<file path="config.mk">
export PLATFORM = sky130hd
export DESIGN_NAME = acc_alu
export DESIGN_NICKNAME = d
export VERILOG_FILES = /design/src/rtl/acc_alu.sv
export SDC_FILE = /design/constraint.sdc
export NUM_CORES = 1
export LEC_CHECK = 0
export BUFFER_PORTS_ARGS = -buffer_cell sky130_fd_sc_hd__buf_4
export CAP_MARGIN = 10
export CORE_MARGIN = 2
export CORE_UTILIZATION = 35
export DETAILED_ROUTE_END_ITERATION = 8
export GPL_TIMING_DRIVEN = 0
export SLEW_MARGIN = 20
export SYNTH_ARGS = -nofsm -noshare
export SYNTH_HDL_FRONTEND = slang
export SYNTH_SLANG_ARGS = --single-unit
</file>
<file path="constraint.sdc">
create_clock -name clk -period 4 [get_ports clk]
set_input_delay 0.6 -clock clk [delete_from_list [all_inputs] [get_ports clk]]
set_output_delay 0.6 -clock clk [all_outputs]
set_load 0.02 [all_outputs]
</file>
<file path="src/rtl/acc_alu.sv">
module acc_alu #(
  parameter int W = 8
) (
  input  logic          clk,
  input  logic          rst_n,
  input  logic [4:0]    op_i,
  input  logic [W-1:0]  acc_i,
  input  logic [W-1:0]  opnd_i,
  input  logic [2*W-1:0] pair_a_i,
  input  logic [2*W-1:0] pair_b_i,
  output logic [W-1:0]  res_o,
  output logic [2*W-1:0] pair_res_o,
  output logic [7:0]    flags_o
);
  localparam int PW = 2 * W;
  localparam int FS = 7, FZ = 6, FH = 4, FP = 2, FC = 0;

  localparam logic [4:0] OP_NOP = 5'd0,  OP_ADD = 5'd1,  OP_ADC = 5'd2,
                         OP_SUB = 5'd3,  OP_SBB = 5'd4,  OP_INC = 5'd5,
                         OP_DEC = 5'd6,  OP_AND = 5'd7,  OP_OR  = 5'd8,
                         OP_XOR = 5'd9,  OP_RLC = 5'd10, OP_RRC = 5'd11,
                         OP_RAL = 5'd12, OP_RAR = 5'd13, OP_CMP = 5'd14,
                         OP_CPL = 5'd15, OP_CMC = 5'd16, OP_STC = 5'd17,
                         OP_PAD = 5'd18;

  logic [7:0]   flags_q, flags_d;
  logic         cy;
  logic [W-1:0] ax, ay;
  logic         acin;
  logic [W:0]   sum;
  logic [4:0]   lo;
  logic [PW:0]  psum;

  assign cy = flags_q[FC];

  always_comb begin
    ax   = acc_i;
    ay   = opnd_i;
    acin = 1'b0;
    unique case (op_i)
      OP_ADC:         acin = cy;
      OP_SUB, OP_CMP: begin ay = ~opnd_i; acin = 1'b1; end
      OP_SBB:         begin ay = ~opnd_i; acin = ~cy;  end
      OP_INC:         begin ax = opnd_i; ay = '0; acin = 1'b1; end
      OP_DEC:         begin ax = opnd_i; ay = '1; acin = 1'b0; end
      default: ;
    endcase
  end

  assign sum  = {1'b0, ax} + {1'b0, ay} + {{W{1'b0}}, acin};
  assign lo   = {1'b0, ax[3:0]} + {1'b0, ay[3:0]} + {4'd0, acin};
  assign psum = {1'b0, pair_a_i} + {1'b0, pair_b_i};
  assign pair_res_o = psum[PW-1:0];

  function automatic logic [7:0] pack(input logic [W-1:0] r, input logic h, input logic c);
    logic [7:0] f;
    f     = '0;
    f[FS] = r[W-1];
    f[FZ] = (r == '0);
    f[FH] = h;
    f[FP] = ~^r;
    f[FC] = c;
    return f;
  endfunction

  always_comb begin
    res_o   = acc_i;
    flags_d = flags_q;
    unique case (op_i)
      OP_ADD, OP_ADC: begin
        res_o   = sum[W-1:0];
        flags_d = pack(sum[W-1:0], lo[4], sum[W]);
      end
      OP_SUB, OP_SBB: begin
        res_o   = sum[W-1:0];
        flags_d = pack(sum[W-1:0], lo[4], ~sum[W]);
      end
      OP_CMP: flags_d = pack(sum[W-1:0], lo[4], ~sum[W]);
      OP_INC, OP_DEC: begin
        res_o   = sum[W-1:0];
        flags_d = pack(sum[W-1:0], lo[4], cy);
      end
      OP_AND: begin
        res_o   = acc_i & opnd_i;
        flags_d = pack(acc_i & opnd_i, 1'b1, 1'b0);
      end
      OP_OR: begin
        res_o   = acc_i | opnd_i;
        flags_d = pack(acc_i | opnd_i, 1'b0, 1'b0);
      end
      OP_XOR: begin
        res_o   = acc_i ^ opnd_i;
        flags_d = pack(acc_i ^ opnd_i, 1'b0, 1'b0);
      end
      OP_RLC: begin
        res_o       = {acc_i[W-2:0], acc_i[W-1]};
        flags_d[FC] = acc_i[W-1];
      end
      OP_RRC: begin
        res_o       = {acc_i[0], acc_i[W-1:1]};
        flags_d[FC] = acc_i[0];
      end
      OP_RAL: begin
        res_o       = {acc_i[W-2:0], cy};
        flags_d[FC] = acc_i[W-1];
      end
      OP_RAR: begin
        res_o       = {cy, acc_i[W-1:1]};
        flags_d[FC] = acc_i[0];
      end
      OP_CPL: res_o = ~acc_i;
      OP_CMC: flags_d[FC] = ~cy;
      OP_STC: flags_d[FC] = 1'b1;
      OP_PAD: flags_d[FC] = psum[PW];
      default: ;
    endcase
  end

  always_ff @(posedge clk or negedge rst_n) begin
    if (!rst_n) flags_q <= '0;
    else        flags_q <= flags_d;
  end

  assign flags_o = flags_q;

  assert_and_forces_R5: assert property (@(posedge clk) disable iff (!rst_n)
    (op_i == OP_AND) |=> (flags_o[FC] == 1'b0 && flags_o[FH] == 1'b1));

  assert_or_xor_clear_R6: assert property (@(posedge clk) disable iff (!rst_n)
    (op_i == OP_OR || op_i == OP_XOR) |=> (flags_o[FC] == 1'b0 && flags_o[FH] == 1'b0));

  assert_rotate_only_carry_R7: assert property (@(posedge clk) disable iff (!rst_n)
    (op_i >= OP_RLC && op_i <= OP_RAR) |=> (flags_o[7:1] == $past(flags_o[7:1])));

  assert_cmp_equal_R8: assert property (@(posedge clk) disable iff (!rst_n)
    (op_i == OP_CMP && acc_i == opnd_i) |=> (flags_o[FZ] && !flags_o[FC]));

  assert_cmp_keeps_acc_R8: assert property (@(posedge clk) disable iff (!rst_n)
    (op_i == OP_CMP) |-> (res_o == acc_i));

  assert_cpl_flags_R9: assert property (@(posedge clk) disable iff (!rst_n)
    (op_i == OP_CPL) |=> $stable(flags_o));

  assert_cmc_toggles_R10: assert property (@(posedge clk) disable iff (!rst_n)
    (op_i == OP_CMC) |=> (flags_o[FC] != $past(flags_o[FC])));

  assert_pair_only_carry_R11: assert property (@(posedge clk) disable iff (!rst_n)
    (op_i == OP_PAD) |=> (flags_o[7:1] == $past(flags_o[7:1])));

  assert_incdec_keep_carry_R4: assert property (@(posedge clk) disable iff (!rst_n)
    (op_i == OP_INC || op_i == OP_DEC) |=> (flags_o[FC] == $past(flags_o[FC])));

  assert_spare_bits_zero_R1: assert property (@(posedge clk) disable iff (!rst_n)
    (flags_o[5] == 1'b0 && flags_o[3] == 1'b0 && flags_o[1] == 1'b0));

endmodule

</file>
Word-level counts from Yosys, hierarchy flattened
Cells that the tools add are included.

$add $sub $neg: 5. Equal/unequal tests: 18. Mux-type cells: 6. Bitwise logic cells: 7. Reduce and logical (&&, ||, !) cells: 19.

Operator list (number): $pmux 8 s9 (1); $eq 5x4->1 const B (8); $logic_not 8->1 (4); $reduce_xnor 8->1 (4); $pmux 7 s4 (1); $pmux 8 s3 (1); $eq 5x3->1 const B (4); $add 16x16->17 (1); $not 8->8 (2); $eq 5x5->1 const B (3); $eq 5x2->1 const B (2); $add 8x8->9 (1); $add 9x1->9 (1); $reduce_or 3->1 (3); $and 8x8->8 (1); $mux 8 (1); $or 8x8->8 (1); $pmux 1 s8 (1); $reduce_bool 8->1 (1); $reduce_or 2->1 (4); $xor 8x8->8 (1); $reduce_or 7->1 (1); $reduce_or 6->1 (1); $add 4x4->5 (1); 5 further kinds (6).

Flip-flop bits (word level): 8. Bits of input ports: 55. Output and inout port bits: 32. Word-level logic and storage cells: 57.

Longest topological paths before layout
Depth in word-level cells: 7. Gate-level depth with buffers: 19. Gate-level depth less buffers: 17.

Worst setup path after synthesis
No wires, ideal clock.

Kind: input to output. From: in op_i[1]. To: out res_o[4]. Arrival: 3.365 ns. Data required time: 3.400 ns. Slack: 0.035 ns. Cell stages on the path: 14. Buffers on the path: 2. Cells stage by stage: buf_6 > clkbuf_8 > nor2b_4 > a21oi_1 > nor3_1 > a21oi_1 > fa_1 > inv_1 > fa_1 > nor2b_1 > o21ai_0 > nand2b_1 > xnor2_1 > o21ai_0.

Cells in the longest elaborated chain, start to end: 6. Elaborated cells on any way between the ends: 25. Those cells by class: add/sub: 2; eq/ne: 15; mux: 4; reduce/logical: 4.

Ends and longest elaborated chain: start: declaration (RTL line 6) `input logic [4:0] op_i,`; $eq 5x4->1, or another cell as far along (RTL line 40) `unique case (op_i)`; $reduce_or 3->1 (no source line) or $reduce_or 2->1 (tied branches); $pmux 8 s3 or $mux 8 (tied branches) (RTL line 40); $add 8x8->9 (RTL line 50) `assign sum = {1'b0, ax} + {1'b0, ay} + {{W{1'b0}}, acin};`; $add 9x1->9 (RTL line 50); $pmux 8 s9 * (RTL line 69) `unique case (op_i)`; end: declaration (RTL line 11) `output logic [W-1:0] res_o,`.

Every way passes the cells marked *; elsewhere a longest branch is shown, timed or not.

Worst setup path after layout
From: in op_i[1]. To: out res_o[6].

The elaborated chain is that of the path after synthesis.

==> results by group <==
Route
  – Vias per std cell: 5.49
  – DR WL met2: 4570 um
  – DR iter-0 viols: 197
  – Drt pass-1 iters: 5
  – Wirelength per Cell: 15.2 um
  – Final ANT Viol Nets: 0
  – DR WL met3: 637 um
  – Post-Route WL: 9590 um
  – M1 WL: 4120 um
  – Vias: 3473
  – # DRC: 0
  – Uppermost routed layer: met4

Yosys
  – Top area cells in the synthesized netlist: ha_1 (22%), a21oi_1 (6.7%), inv_1 (5.5%), nor2_1 (5.5%), xor2_1 (5.1%)
  – Ys async rst share: 100%
  – Synth top area share: 21.9%
  – Top_reg_cell synth: dfrtp_1
  – Warnings, synthesis: 0
  – Synth unique cells: 67
  – Synth area leader: ha_1
  – Post-Syn Instances: 430
  – Post-synth EDFFs: 0
  – Seq/Total Area, Yosys: 4.06%
  – Synth Cell Area: 3080 um2
  – Number of synthesized register bits: 5
  – Syn Area/Cell: 7.16 um2

Pwr
  – Leakage Power: 2.00 nW
  – Total Power: 0.986 mW
  – Maximum VDD drop: 0.124 mV
  – Power density over the cells: 242 nW/um2

Floorplan
  – Die area: 9570 um2
  – Die Span Y: 97.8 um
  – Core area: 8640 um2
  – Rows: 34
  – Die X: 97.8 um
  – Starting Density: 35.7%
  – Ports: 87

CTS
  – Root Buffer: clkbuf_8
  – CTS Buffer Depth: 2
  – CTS Buf Count: 3
  – CTS sink cnt: 5
  – Reg clk slew, reported paths: 0.04 ns
  – H-tree depth: 1
  – CTS tree: done
  – Clock Latency Late Sink: 0.22 ns

Flow run
  – Max-cap violations: 0

Global route
  – Initial antenna violation count: 0
  – First-pass GRT wire length: 16100 um
  – Largest net degree at the start of global routing: 11
  – GR Overflow Total: 0
  – Vias in the first global route: 3446
  – GRT Total Usage: 19.7%

Timing
  – Final slew viol count: 0
  – Fmax: 256 MHz
  – Final Hold Viols: 0
  – Hold slack: 0.169 ns
  – Clock Skew: 0.00364 ns
  – Clock period minus worst slack: 3.90 ns
  – Setup Viol. Count Final: 0
  – RSZ-0062 raised after global routing: yes
  – Worst-Margin Slew: 0.823 ns
  – Fin worst setup slack: 0.0954 ns
  – Final Cycle Share: 97.6%
  – Rel. slew slack: 44.8%

Placed design
  – Port bufs: 81
  – Inst Count DP: 621
  – Post-Place Worst Slack: -0.671 ns
  – DPL Wire Length: 7830 um
  – GPL Wtd Cong: 0.902

Worst setup path
  – CP Class: input pin to output pin
  – CP peak stage delay: 0.37 ns
  – Startpoint type of the worst setup path: input pin
  – CP Buf/Inv Count: 4
  – Worst-path fanout max: 10
  – Cell mode on critical path: fa_2
  – CP cell instances: buf_6, clkbuf_8, nor2b_4, o21ai_0, a21o_1, a21oi_2, fa_2, inv_1, fa_2, nor2b_2, o31ai_2, a21oi_1, xor2_1, nand2_1, nand4_1, buf_4
  – CP top delay family: compound AO/OA/AOI/OAI gates
  – CP max stage cell: fa_2
  – Req. time, crit path: 3.40 ns
  – Crit path DAT: 3.30 ns
  – R2r setup slk: 0.53 ns
  – Crit. End Element: output pin

Final layout
  – Max reg flops: 5
  – Layout Cells excl Fill: 633
  – Layout area overhead: 32.1%
  – Final #Nets: 638
  – ANT cells: 0
  – Share of cells above drive strength 1: 26.7%

Outcome
  – Status: finished, final reports clean

Worst hold path
  – HP Class: input pin to asynchronous set/reset pin
[final cells by class]
| type | instances | area (um2) |
|---|---|---|
| Fill cell | 906 | 4570 |
| Multi-Input combinational cell | 362 | 2750 |
| Timing Repair Buffer | 90 | 676 |
| Inverter | 45 | 169 |
| Buffer | 19 | 168 |
| Tap cell | 108 | 135 |
| Sequential cell | 5 | 125 |
| Clock buffer | 4 | 45.0 |
[report_power, final]
part,switching [mW],internal [mW]
Sequential,0.0109,0.0655
Combinational,0.430,0.387
Clock,0.0243,0.0684
Total,0.465,0.521
[synthesized netlist by cell type, drive strengths merged, types with 2 or more instances]
| cell type | count |
|---|---|
| a22o | 2 |
| clkbuf | 10 |
| xnor2 | 14 |
| nor2b | 5 |
| nor2 | 46 |
| buf | 10 |
| a21oi | 41 |
| or3 | 2 |
| o21ai | 25 |
| a221o | 3 |
| and2b | 2 |
| ha | 54 |
| inv | 45 |
| mux2i | 3 |
| nor4 | 2 |
| nand2 | 31 |
| a211oi | 8 |
| nand2b | 7 |
| nand3b | 2 |
| nand4 | 7 |
| dfrtp | 5 |
| and3 | 3 |
| a31oi | 4 |
| a22oi | 3 |
| a21o | 9 |
| xor2 | 18 |
| fa | 3 |
| nand3 | 8 |
| o22ai | 7 |
| nor3 | 9 |
| a221oi | 10 |
| o211ai | 3 |
| and4 | 2 |
| o21a | 3 |
| o2111ai | 4 |
[through the flow]
stage	instance area (um2)	util (%)	setup TNS, ns
after floorplan	3090	-	0
after global placement	3830	44.4	-2.62
after detailed placement	3830	44.4	-3.43
after CTS	4010	46.5	0
after global routing	4070	47.1	-0.182
final	4070	47.1	0
[layout by cell type, fill, tap and decap left out, types with 9 or more instances in the layout]
cell type / Yosys / layout
a21oi_1: 41 / 36
buf_4: 4 / 94
xor2_1: 18 / 17
o21ai_0: 25 / 24
a221oi_1: 10 / 10
ha_1: 54 / 54
a21o_1: 9 / 9
nor2_1: 45 / 42
xnor2_1: 13 / 13
nand2_1: 31 / 31
inv_1: 45 / 45
[routing by layer]
layer  vias to the layer above  global-route usage [%]
met5                         -                       0
met4                         0                    5.34
met3                        21                    2.72
met2                       147                    35.0
met1                      1563                    25.2
li1                       1742                       -
[cell families after synthesis]
logic type,after synthesis,share of synthesized area [%]
buffers and inverters,65,10.3
other,1,0.122
DFF,5,4.06
xor gates and xnor gates,33,10.1
muxes,3,0.975
AOI/OAI and AO/OA,134,28.4
and+or+nand+nor,132,22.2
adders and majority gates,57,23.9
[worst paths after layout]
path / startpoint / to / depth (start not counted)
worst max-delay path: op_i[1] / res_o[6] / 16
worst min-delay path: rst_n / flags_o[6]$_DFFE_PN0P_ / 1
worst max register to register: flags_o[0]$_DFFE_PN0P_ / flags_o[2]$_DFFE_PN0P_ / 17
worst min register to register: flags_o[4]$_DFFE_PN0P_ / flags_o[4]$_DFFE_PN0P_ / 2
max in group asynchronous: rst_n / flags_o[0]$_DFFE_PN0P_ / 1
min in group clk: flags_o[4]$_DFFE_PN0P_ / flags_o[4]$_DFFE_PN0P_ / 2
[what timing repair did]
| item | in CTS | in global routing |
|---|---|---|
| hold buffers | 0 | 0 |
| pin swaps | 3 | 3 |
| gates resized for setup | 20 | 18 |
| buffers inserted | 8 | 1 |
| setup endpoints to repair | 9 | 6 |
Note: power is estimated with default switching activity, not from simulation.
